### src/rtl/irq_ident_pkg.sv
// Package: shared reason codes for the interrupt identification unit.
// Assumes a 4-bit reason field in the low bits of the identification byte.
package irq_ident_pkg;
    localparam int RSN_W = 4;

    typedef enum logic [RSN_W-1:0] {
        RSN_MODEM = 4'h0,
        RSN_NONE  = 4'h1,
        RSN_TXE   = 4'h2,
        RSN_LINE  = 4'h6,
        RSN_RXTO  = 4'hC
    } reason_t;
endpackage

### src/rtl/irq_ident_txpend.sv
// Module: sticky transmitter-empty pending flag.
// A data write sets the flag. A read that reports transmitter empty clears it.
// Set wins when both happen in the same cycle. Assumes single-cycle pulses.
module irq_ident_txpend (
    input  logic clk,
    input  logic rst_n,
    input  logic set_pulse,
    input  logic clr_pulse,
    output logic pend
);
    // Purpose: hold the pending flag across cycles.
    always_ff @(posedge clk) begin
        if (!rst_n)
            pend <= 1'b0;
        else if (set_pulse)
            pend <= 1'b1;
        else if (clr_pulse)
            pend <= 1'b0;
    end

    a_r7_write_sets: assert property (@(posedge clk) disable iff (!rst_n)
        set_pulse |=> pend);
    a_r8_read_clears: assert property (@(posedge clk) disable iff (!rst_n)
        (clr_pulse && !set_pulse) |=> !pend);
    a_r13_set_wins: assert property (@(posedge clk) disable iff (!rst_n)
        (clr_pulse && set_pulse) |=> pend);
endmodule

### src/rtl/irq_ident_prio.sv
// Module: fixed-priority selection of the reported interrupt reason.
// Order: line status, receive data, transmitter empty, modem status.
// Assumes the inputs are stable levels. The module is purely combinational,
// and the clock is only used by its checks.
module irq_ident_prio #(
    parameter int DELTA_W = 4
) (
    input  logic                         clk,
    input  logic                         rst_n,
    input  logic                         en_rx,
    input  logic                         en_tx,
    input  logic                         en_line,
    input  logic                         en_modem,
    input  logic                         ovr_flag,
    input  logic                         rx_nonempty,
    input  logic                         tx_pend,
    input  logic [DELTA_W-1:0]           msr_delta,
    output irq_ident_pkg::reason_t       reason
);
    import irq_ident_pkg::*;

    logic line_hit, rx_hit, tx_hit, modem_hit;

    // Purpose: qualify each cause with its enable bit.
    always_comb begin
        line_hit  = ovr_flag && en_line;
        rx_hit    = rx_nonempty && en_rx;
        tx_hit    = tx_pend && en_tx;
        modem_hit = (|msr_delta) && en_modem;
    end

    // Purpose: pick the highest-priority qualified cause.
    always_comb begin
        if (line_hit)       reason = RSN_LINE;
        else if (rx_hit)    reason = RSN_RXTO;
        else if (tx_hit)    reason = RSN_TXE;
        else if (modem_hit) reason = RSN_MODEM;
        else                reason = RSN_NONE;
    end

    a_r2_line_first: assert property (@(posedge clk) disable iff (!rst_n)
        (ovr_flag && en_line) |-> (reason == RSN_LINE));
    a_r12_masked_none: assert property (@(posedge clk) disable iff (!rst_n)
        (!en_rx && !en_tx && !en_line && !en_modem) |-> (reason == RSN_NONE));
endmodule

### src/rtl/irq_ident_fmt.sv
// Module: forms the identification byte and the request level from the reason.
// Assumes the reason occupies the low bits and the FIFO indicator the top two.
module irq_ident_fmt (
    input  logic                   fifo_mode,
    input  irq_ident_pkg::reason_t reason,
    output logic [7:0]             iir_value,
    output logic                   irq
);
    import irq_ident_pkg::*;

    localparam int PAD_W = 8 - 2 - RSN_W;

    // Purpose: assemble the byte and derive the request line.
    always_comb begin
        iir_value = {{2{fifo_mode}}, {PAD_W{1'b0}}, reason};
        irq       = (reason != RSN_NONE);
    end
endmodule

### src/rtl/irq_ident.sv
// Module: top of the interrupt identification unit.
// Connects the pending flag, the priority selector and the byte formatter.
// Assumes data_wr and iir_rd are single-cycle pulses in the clk domain.
module irq_ident #(
    parameter int DELTA_W = 4
) (
    input  logic               clk,
    input  logic               rst_n,
    input  logic               en_rx,
    input  logic               en_tx,
    input  logic               en_line,
    input  logic               en_modem,
    input  logic               ovr_flag,
    input  logic               rx_nonempty,
    input  logic [DELTA_W-1:0] msr_delta,
    input  logic               fifo_mode,
    input  logic               data_wr,
    input  logic               iir_rd,
    output logic [7:0]         iir_value,
    output logic               irq
);
    import irq_ident_pkg::*;

    logic    tx_pend;
    logic    rd_clear;
    reason_t reason;

    // Purpose: a read clears the flag only when it reports transmitter empty.
    always_comb rd_clear = iir_rd && (reason == RSN_TXE);

    irq_ident_txpend u_txpend (
        .clk       (clk),
        .rst_n     (rst_n),
        .set_pulse (data_wr),
        .clr_pulse (rd_clear),
        .pend      (tx_pend)
    );

    irq_ident_prio #(.DELTA_W(DELTA_W)) u_prio (
        .clk         (clk),
        .rst_n       (rst_n),
        .en_rx       (en_rx),
        .en_tx       (en_tx),
        .en_line     (en_line),
        .en_modem    (en_modem),
        .ovr_flag    (ovr_flag),
        .rx_nonempty (rx_nonempty),
        .tx_pend     (tx_pend),
        .msr_delta   (msr_delta),
        .reason      (reason)
    );

    irq_ident_fmt u_fmt (
        .fifo_mode (fifo_mode),
        .reason    (reason),
        .iir_value (iir_value),
        .irq       (irq)
    );

    a_r11_irq_level: assert property (@(posedge clk) disable iff (!rst_n)
        irq == (iir_value[3:0] != 4'h1));
    a_r10_fifo_bits: assert property (@(posedge clk) disable iff (!rst_n)
        iir_value[7:4] == {fifo_mode, fifo_mode, 2'b00});
    a_r9_other_read_keeps: assert property (@(posedge clk) disable iff (!rst_n)
        (iir_rd && reason != RSN_TXE && tx_pend) |=> tx_pend);
endmodule

### config.mk
export PLATFORM = sky130hd
export DESIGN_NAME = irq_ident
export DESIGN_NICKNAME = d
export VERILOG_FILES = /design/src/rtl/irq_ident_pkg.sv /design/src/rtl/irq_ident_txpend.sv /design/src/rtl/irq_ident_prio.sv /design/src/rtl/irq_ident_fmt.sv /design/src/rtl/irq_ident.sv
export SDC_FILE = /design/constraint.sdc
export NUM_CORES = 1
export LEC_CHECK = 0
export ABC_AREA = 1
export CELL_PAD_IN_SITES_DETAIL_PLACEMENT = 1
export CELL_PAD_IN_SITES_GLOBAL_PLACEMENT = 2
export CORE_ASPECT_RATIO = 1.2
export CORE_MARGIN = 3
export CORE_UTILIZATION = 11
export DETAILED_ROUTE_END_ITERATION = 10
export GPL_ROUTABILITY_DRIVEN = 0
export PLACE_DENSITY = 0.81
export SYNTH_ARGS = -nofsm -noshare
export SYNTH_HDL_FRONTEND = slang
export SYNTH_HIERARCHICAL = 1
export SYNTH_SLANG_ARGS = --single-unit
### constraint.sdc
create_clock -name clk -period 1.4 [get_ports clk]
set_input_delay 0.14 -clock clk [delete_from_list [all_inputs] [get_ports clk]]
set_output_delay 0.14 -clock clk [all_outputs]
set_load 0.02 [all_outputs]
==> impl_metrics.env, run 1 <==
export IMPL_ys_warn_count=6
export IMPL_critPathKind="input pin to output port"
export IMPL_ios=24
export IMPL_cp_start_kind="input pin"
export IMPL_setup_violations=0
export IMPL_slew_violations=0
export IMPL_yosys_top_cells_area="buf_4 28%, inv_1 12%, nand2_1 12%"
export IMPL_layout_min_cycle_time_ps=1211
export IMPL_core_area_mm2=0.001851
export IMPL_syn_cell_area_um2=217.7
export IMPL_r2r_cells=9
export IMPL_drive_gt1_share_pct=22.45
export IMPL_io_buffers=18
export IMPL_grt_pass1_vias=194
export IMPL_rows=17
export IMPL_r2r_end="u_txpend/pend$_SDFFE_PN0P_"
export IMPL_intPower_mw=0.08523
export IMPL_gr_total_overflow=0
export IMPL_wire_per_inst_um=7.765
export IMPL_pre_cts_slack_ps=-385.8
export IMPL_vias=235
export IMPL_maxCapViolations=0
export IMPL_avgSynthCellArea_um2=5.884
export IMPL_hold_path_class="input pin to output port"
export IMPL_rr_startpoint="u_txpend/pend$_SDFFE_PN0P_"
export IMPL_fill_cells=223
export IMPL_status="complete, no violations"
export IMPL_switching_share_pct=38.21
export IMPL_endpoint_kind="output port"
export IMPL_finalHoldViolations=0
export IMPL_power_frac_comb_pct=76.2
export IMPL_clk_insertion_delay_late_ps=0
export IMPL_nets=66
export IMPL_p_per_area_mw_per_mm2=345.6
export IMPL_regMostFlops="u_txpend/pend"
export IMPL_ys_seq_area_share_pct=9.195
export IMPL_crit_start="en_modem"
export IMPL_multi_input_area_um2=118.9
export IMPL_required_ps=1260
export IMPL_synth_ff_type="dfxtp_1"
export IMPL_track_usage_pct=3.828
export IMPL_rsz0062_at_grt="false"
export IMPL_hpwlAfterDp_um=501.2
export IMPL_drcViolationCount=0
export IMPL_grt_max_degree=5
export IMPL_fmax_mhz=825.9
export IMPL_critPathArrivalTime_ps=1070
export IMPL_largest_reg_flops=1
export IMPL_synth_edf_count=0
export IMPL_cp_endpoint="irq"
export IMPL_pwr_share_seq_pct=23.8
export IMPL_numPlacedInstances=68
export IMPL_dieWidth_um=46.61
export IMPL_post_cts_setup_buffer_count=0
export IMPL_fin_cells=68
export IMPL_synth_seq_cells=1
export IMPL_p_leak_nw=0.2520
export IMPL_synth_top_cells_by_count="8 x buf_4, 7 x inv_1, 7 x nand2_1"
export IMPL_synthCells=37
export IMPL_yosysMostFrequentCell="buf_4"
export IMPL_syn_to_final_growth_pct=83.33
export IMPL_grt_pass1_wl_um=765
export IMPL_regToRegSetupSlack_ps=380
export IMPL_skew_ps=0
export IMPL_setup_slack_ps=189.3
export IMPL_num_antenna_cells=0
export IMPL_async_flop_share_pct=0
export IMPL_top_regs="u_txpend/pend (1)"
export IMPL_antenna_found_initial=0
export IMPL_post_route_util_pct=21.57
export IMPL_die_area_mm2=0.002551
export IMPL_drtPass1Iterations=1
export IMPL_netlist_area_leader_share_pct=27.59
export IMPL_synth_distinct_cells=12
export IMPL_seqCellArea_um2=20.02
export IMPL_crit_path_max_fanout=3
export IMPL_drt_iter0_markers=0
export IMPL_ir_drop_uv=139.1
export IMPL_routed_wl_um=528
export IMPL_fp_dieH_um=54.74
export IMPL_viasPerCell=3.456
export IMPL_ant_nets=0
export IMPL_synth_area_leader_cell="buf_4"
export IMPL_timing_final_crit_share_pct=86.48
export IMPL_p_clk_share_pct=0
export IMPL_start_util_pct=11.76
export IMPL_p_sw_mw=0.05271
==> layer usage <==
metal	track usage (%)	share of wire [%]
met2	7.569	50
met4	0	0
met3	0	12
met1	4.826	38
met5	0	0
==> cells by family (layout without fill, tap and decap cells) <==
| logic type | count (synthesis) | count (layout) | share of synthesized area (%) |
|---|---|---|---|
| compound gates | 3 | 3 | 10.34 |
| buf+inv | 15 | 26 | 39.66 |
| flops | 1 | 1 | 9.196 |
| other cells | 1 | 2 | 1.722 |
| simple gates | 17 | 17 | 39.08 |
==> power groups by stage <==
stage                     clock [mW]  combinational [mW]  sequential [mW]
final                              0               0.105           0.0328
after global routing               0               0.116           0.0333
after CTS                          0               0.108           0.0329
after detailed placement           0               0.115           0.0329
after global placement             0               0.113           0.0326
after floorplan                    0              0.0733           0.0324
==> what timing repair did <==
| item | CTS | global route |
|---|---|---|
| endpoints found under the setup margin | 6 | 4 |
| pin swaps | 0 | 9 |
| gates resized for setup | 11 | 12 |
| hold buffers | 0 | 0 |
| endpoints found under the hold margin | 0 | 0 |
==> cells in the final DEF (no fill, tap or decap) <==
master           netlist  routed
dlygate4sd2_1          0       2
buf_4                  8       1
clkdlybuf4s15_1        0       1
clkdlybuf4s15_2        0       1
dlymetal6s2s_1         0       9
a21oi_2                2       3
nand2_2                2       2
nor2_1                 4       4
nand2_1                7       7
nand3_1                1       1
clkdlybuf4s50_1        0       4
nor2_2                 1       1
dfxtp_1                1       1
conb_1                 1       2
buf_6                  0       1
nand3_2                2       2
inv_1                  7       7
==> stage by stage <==
step / hold slack, ps / TNS [ps] / cell area, µm² / total power, mW
3_5_place_dp: 280.2 / -1410 / 372.9 / 0.1476
6_report: 280.3 / 0 / 399.1 / 0.1379
4_1_cts: 280.2 / -14.56 / 366.6 / 0.1414
2_1_floorplan: 261.5 / 0 / 221.5 / 0.1057
3_3_place_gp: 280.2 / -1425 / 372.9 / 0.1458
5_1_grt: 280.2 / 0 / 399.1 / 0.1488
==> worst max-delay path: stages <==
cell             delay (ps)
clkdlybuf4s50_1         420
a21oi_2                 160
inv_1                    60
nor2_1                  100
nand2_1                  70
buf_6                   130
==> how the worst min path moves through the flow <==
stage / startpoint / endpoint / slack [ps] / depth (start not counted)
CTS: fifo_mode / iir_value[7] / 280 / 0
floorplan: rst_n / u_txpend/pend$_SDFFE_PN0P_ / 260 / 2
detailed placement: fifo_mode / iir_value[7] / 280 / 0
global placement: fifo_mode / iir_value[7] / 280 / 0
finish: fifo_mode / iir_value[7] / 280 / 0
global route: fifo_mode / iir_value[7] / 280 / 0
==> area by class of cell <==
class | instances | area share, %
flip-flops and latches | 1 | 5.016
inverters | 7 | 6.583
multi-input cells | 22 | 29.78
well taps | 19 | 5.956
repair buffers | 19 | 52.66
Power figures use the tool's default switching activity.
==> inputs of run 2 (changes only) <==
--- a/config.mk
+++ b/config.mk
@@ -8,7 +8,6 @@
 export ABC_AREA = 1
 export CELL_PAD_IN_SITES_DETAIL_PLACEMENT = 1
 export CELL_PAD_IN_SITES_GLOBAL_PLACEMENT = 2
-export CORE_ASPECT_RATIO = 1.2
 export CORE_MARGIN = 3
 export CORE_UTILIZATION = 11
 export DETAILED_ROUTE_END_ITERATION = 10
==> impl_metrics.env, run 2 (synthesized netlist as in run 1, its figures left out) <==
export IMPL_status="complete, no violations"
export IMPL_core_area_mm2=0.001802
export IMPL_crit_buf_inv=3
export IMPL_numPlacedInstances=74
export IMPL_crit_start="en_modem"
export IMPL_largest_reg_flops=1
export IMPL_top_regs="u_txpend/pend (1)"
export IMPL_grt_max_degree=5
export IMPL_p_clk_share_pct=0
export IMPL_num_antenna_cells=0
export IMPL_viasPerCell=3.338
export IMPL_cp_slowest_stage_delay_ps=410
export IMPL_die_area_mm2=0.002549
export IMPL_critical_path_cell_chain="clkdlybuf4s50_1, a21oi_2, inv_1, nor2_1, nand2_1, buf_6"
export IMPL_r2r_end="u_txpend/pend$_SDFFE_PN0P_"
export IMPL_met1_usage_pct=4.255
export IMPL_antenna_found_initial=0
export IMPL_fp_dieH_um=50.49
export IMPL_grt_pass1_vias=191
export IMPL_routed_wl_um=596
export IMPL_endpoint_kind="output port"
export IMPL_crit_path_max_fanout=3
export IMPL_hold_path_class="input pin to output port"
export IMPL_regMostFlops="u_txpend/pend"
export IMPL_drive_gt1_share_pct=22.45
export IMPL_post_route_util_pct=22.57
export IMPL_setup_violations=0
export IMPL_clk_insertion_delay_late_ps=0
export IMPL_fill_cells=233
export IMPL_vias=247
export IMPL_critPathArrivalTime_ps=1090
export IMPL_drt_iter0_markers=0
export IMPL_finalHoldViolations=0
export IMPL_intPower_mw=0.08527
export IMPL_drtPass1Iterations=1
export IMPL_fin_hold_ws_ps=280.2
export IMPL_hpwlAfterDp_um=533.4
export IMPL_ir_drop_uv=141.4
export IMPL_wire_per_inst_um=8.054
export IMPL_start_util_pct=12.08
export IMPL_layout_commonest_cell="dlymetal6s2s_1"
export IMPL_layout_min_cycle_time_ps=1228
export IMPL_grt_busiest_layer="met2"
export IMPL_skew_ps=0
export IMPL_fin_cells=74
export IMPL_io_buffers=18
export IMPL_slew_violations=0
export IMPL_required_ps=1260
export IMPL_switching_share_pct=38.48
export IMPL_power_frac_comb_pct=76.3
export IMPL_post_cts_setup_buffer_count=0
export IMPL_nets=66
export IMPL_total_power_mw=0.1386
export IMPL_rows=15
export IMPL_r2r_cells=9
export IMPL_mostFrequentLayoutCells="9 x dlymetal6s2s_1, 7 x inv_1, 7 x nand2_1"
export IMPL_syn_to_final_growth_pct=86.78
export IMPL_use_met3_pct=0.8902
export IMPL_cp_num_cells=6
export IMPL_ios=24
export IMPL_critPathTopFamily="buffers and inverters"
export IMPL_cp_start_kind="input pin"
export IMPL_p_leak_nw=0.2520
export IMPL_p_per_area_mw_per_mm2=340.9
export IMPL_timing_final_crit_share_pct=87.70
export IMPL_drcViolationCount=0
export IMPL_rsz0062_at_grt="false"
export IMPL_p_sw_mw=0.05334
export IMPL_cp_slowest_cell="clkdlybuf4s50_1"
export IMPL_hold_buffers=0
export IMPL_ant_nets=0
export IMPL_regToRegSetupSlack_ps=380
export IMPL_cp_endpoint="irq"
export IMPL_grt_pass1_wl_um=765
export IMPL_rr_startpoint="u_txpend/pend$_SDFFE_PN0P_"
export IMPL_fmax_mhz=814.5
export IMPL_maxCapViolations=0
export IMPL_gr_total_overflow=0
export IMPL_track_usage_pct=3.690
export IMPL_pwr_share_seq_pct=23.7
export IMPL_critPathKind="input pin to output port"
export IMPL_dieWidth_um=50.49
export IMPL_grtUsageMet2_pct=7.174
[run 2: cell counts in the layout (fill, tap and decap cells not counted)]
No cell type changed its count.
[run 2: through the flow]
step	instance area, µm²	worst slack, ps	setup TNS (ps)
3_5_place_dp	380.4	-414.8	-1504
6_report	406.6	172.2	0
5_1_grt	406.6	84.64	0
4_1_cts	374.1	-29.04	-68.47
3_3_place_gp	380.4	-393.0	-1370
2_1_floorplan	221.5	449.6	0
[run 2: power groups by stage]
stage	Clock, mW	Sequential (mW)	Combinational, mW
after global placement	0	0.0326	0.113
after global routing	0	0.0332	0.114
after detailed placement	0	0.0328	0.115
final	0	0.0328	0.106
after floorplan	0	0.0324	0.0733
after CTS	0	0.0328	0.108
[run 2: worst min path at each step]
| stage | startpoint | end | slack, ps | cells past startpoint |
|---|---|---|---|---|
| 4_1_cts | fifo_mode | iir_value[7] | 280 | 0 |
| 2_1_floorplan | rst_n | u_txpend/pend$_SDFFE_PN0P_ | 260 | 2 |
| 5_1_grt | fifo_mode | iir_value[7] | 280 | 0 |
| 6_report | fifo_mode | iir_value[7] | 280 | 0 |
| 3_3_place_gp | fifo_mode | iir_value[7] | 280 | 0 |
| 3_5_place_dp | fifo_mode | iir_value[7] | 280 | 0 |
[run 2: repair_timing]
item | CTS | global route
setup endpoints to repair | 6 | 5
resized for setup | 11 | 12
pin swaps | 1 | 10
[run 2: routing by layer]
layer,vias to the layer above,routed length [µm]
met1,110,241
met3,0,46
met5,-,0
met4,0,0
met2,14,308
li1,123,-
[run 2: layout make-up]
type / instances / area (µm²) / area share (%)
timing repair buffer: 19 / 210.2 / 51.69
tap: 25 / 31.28 / 7.692
sequential: 1 / 20.02 / 4.923
inverter: 7 / 26.28 / 6.462
multi-input combinational: 22 / 118.9 / 29.23
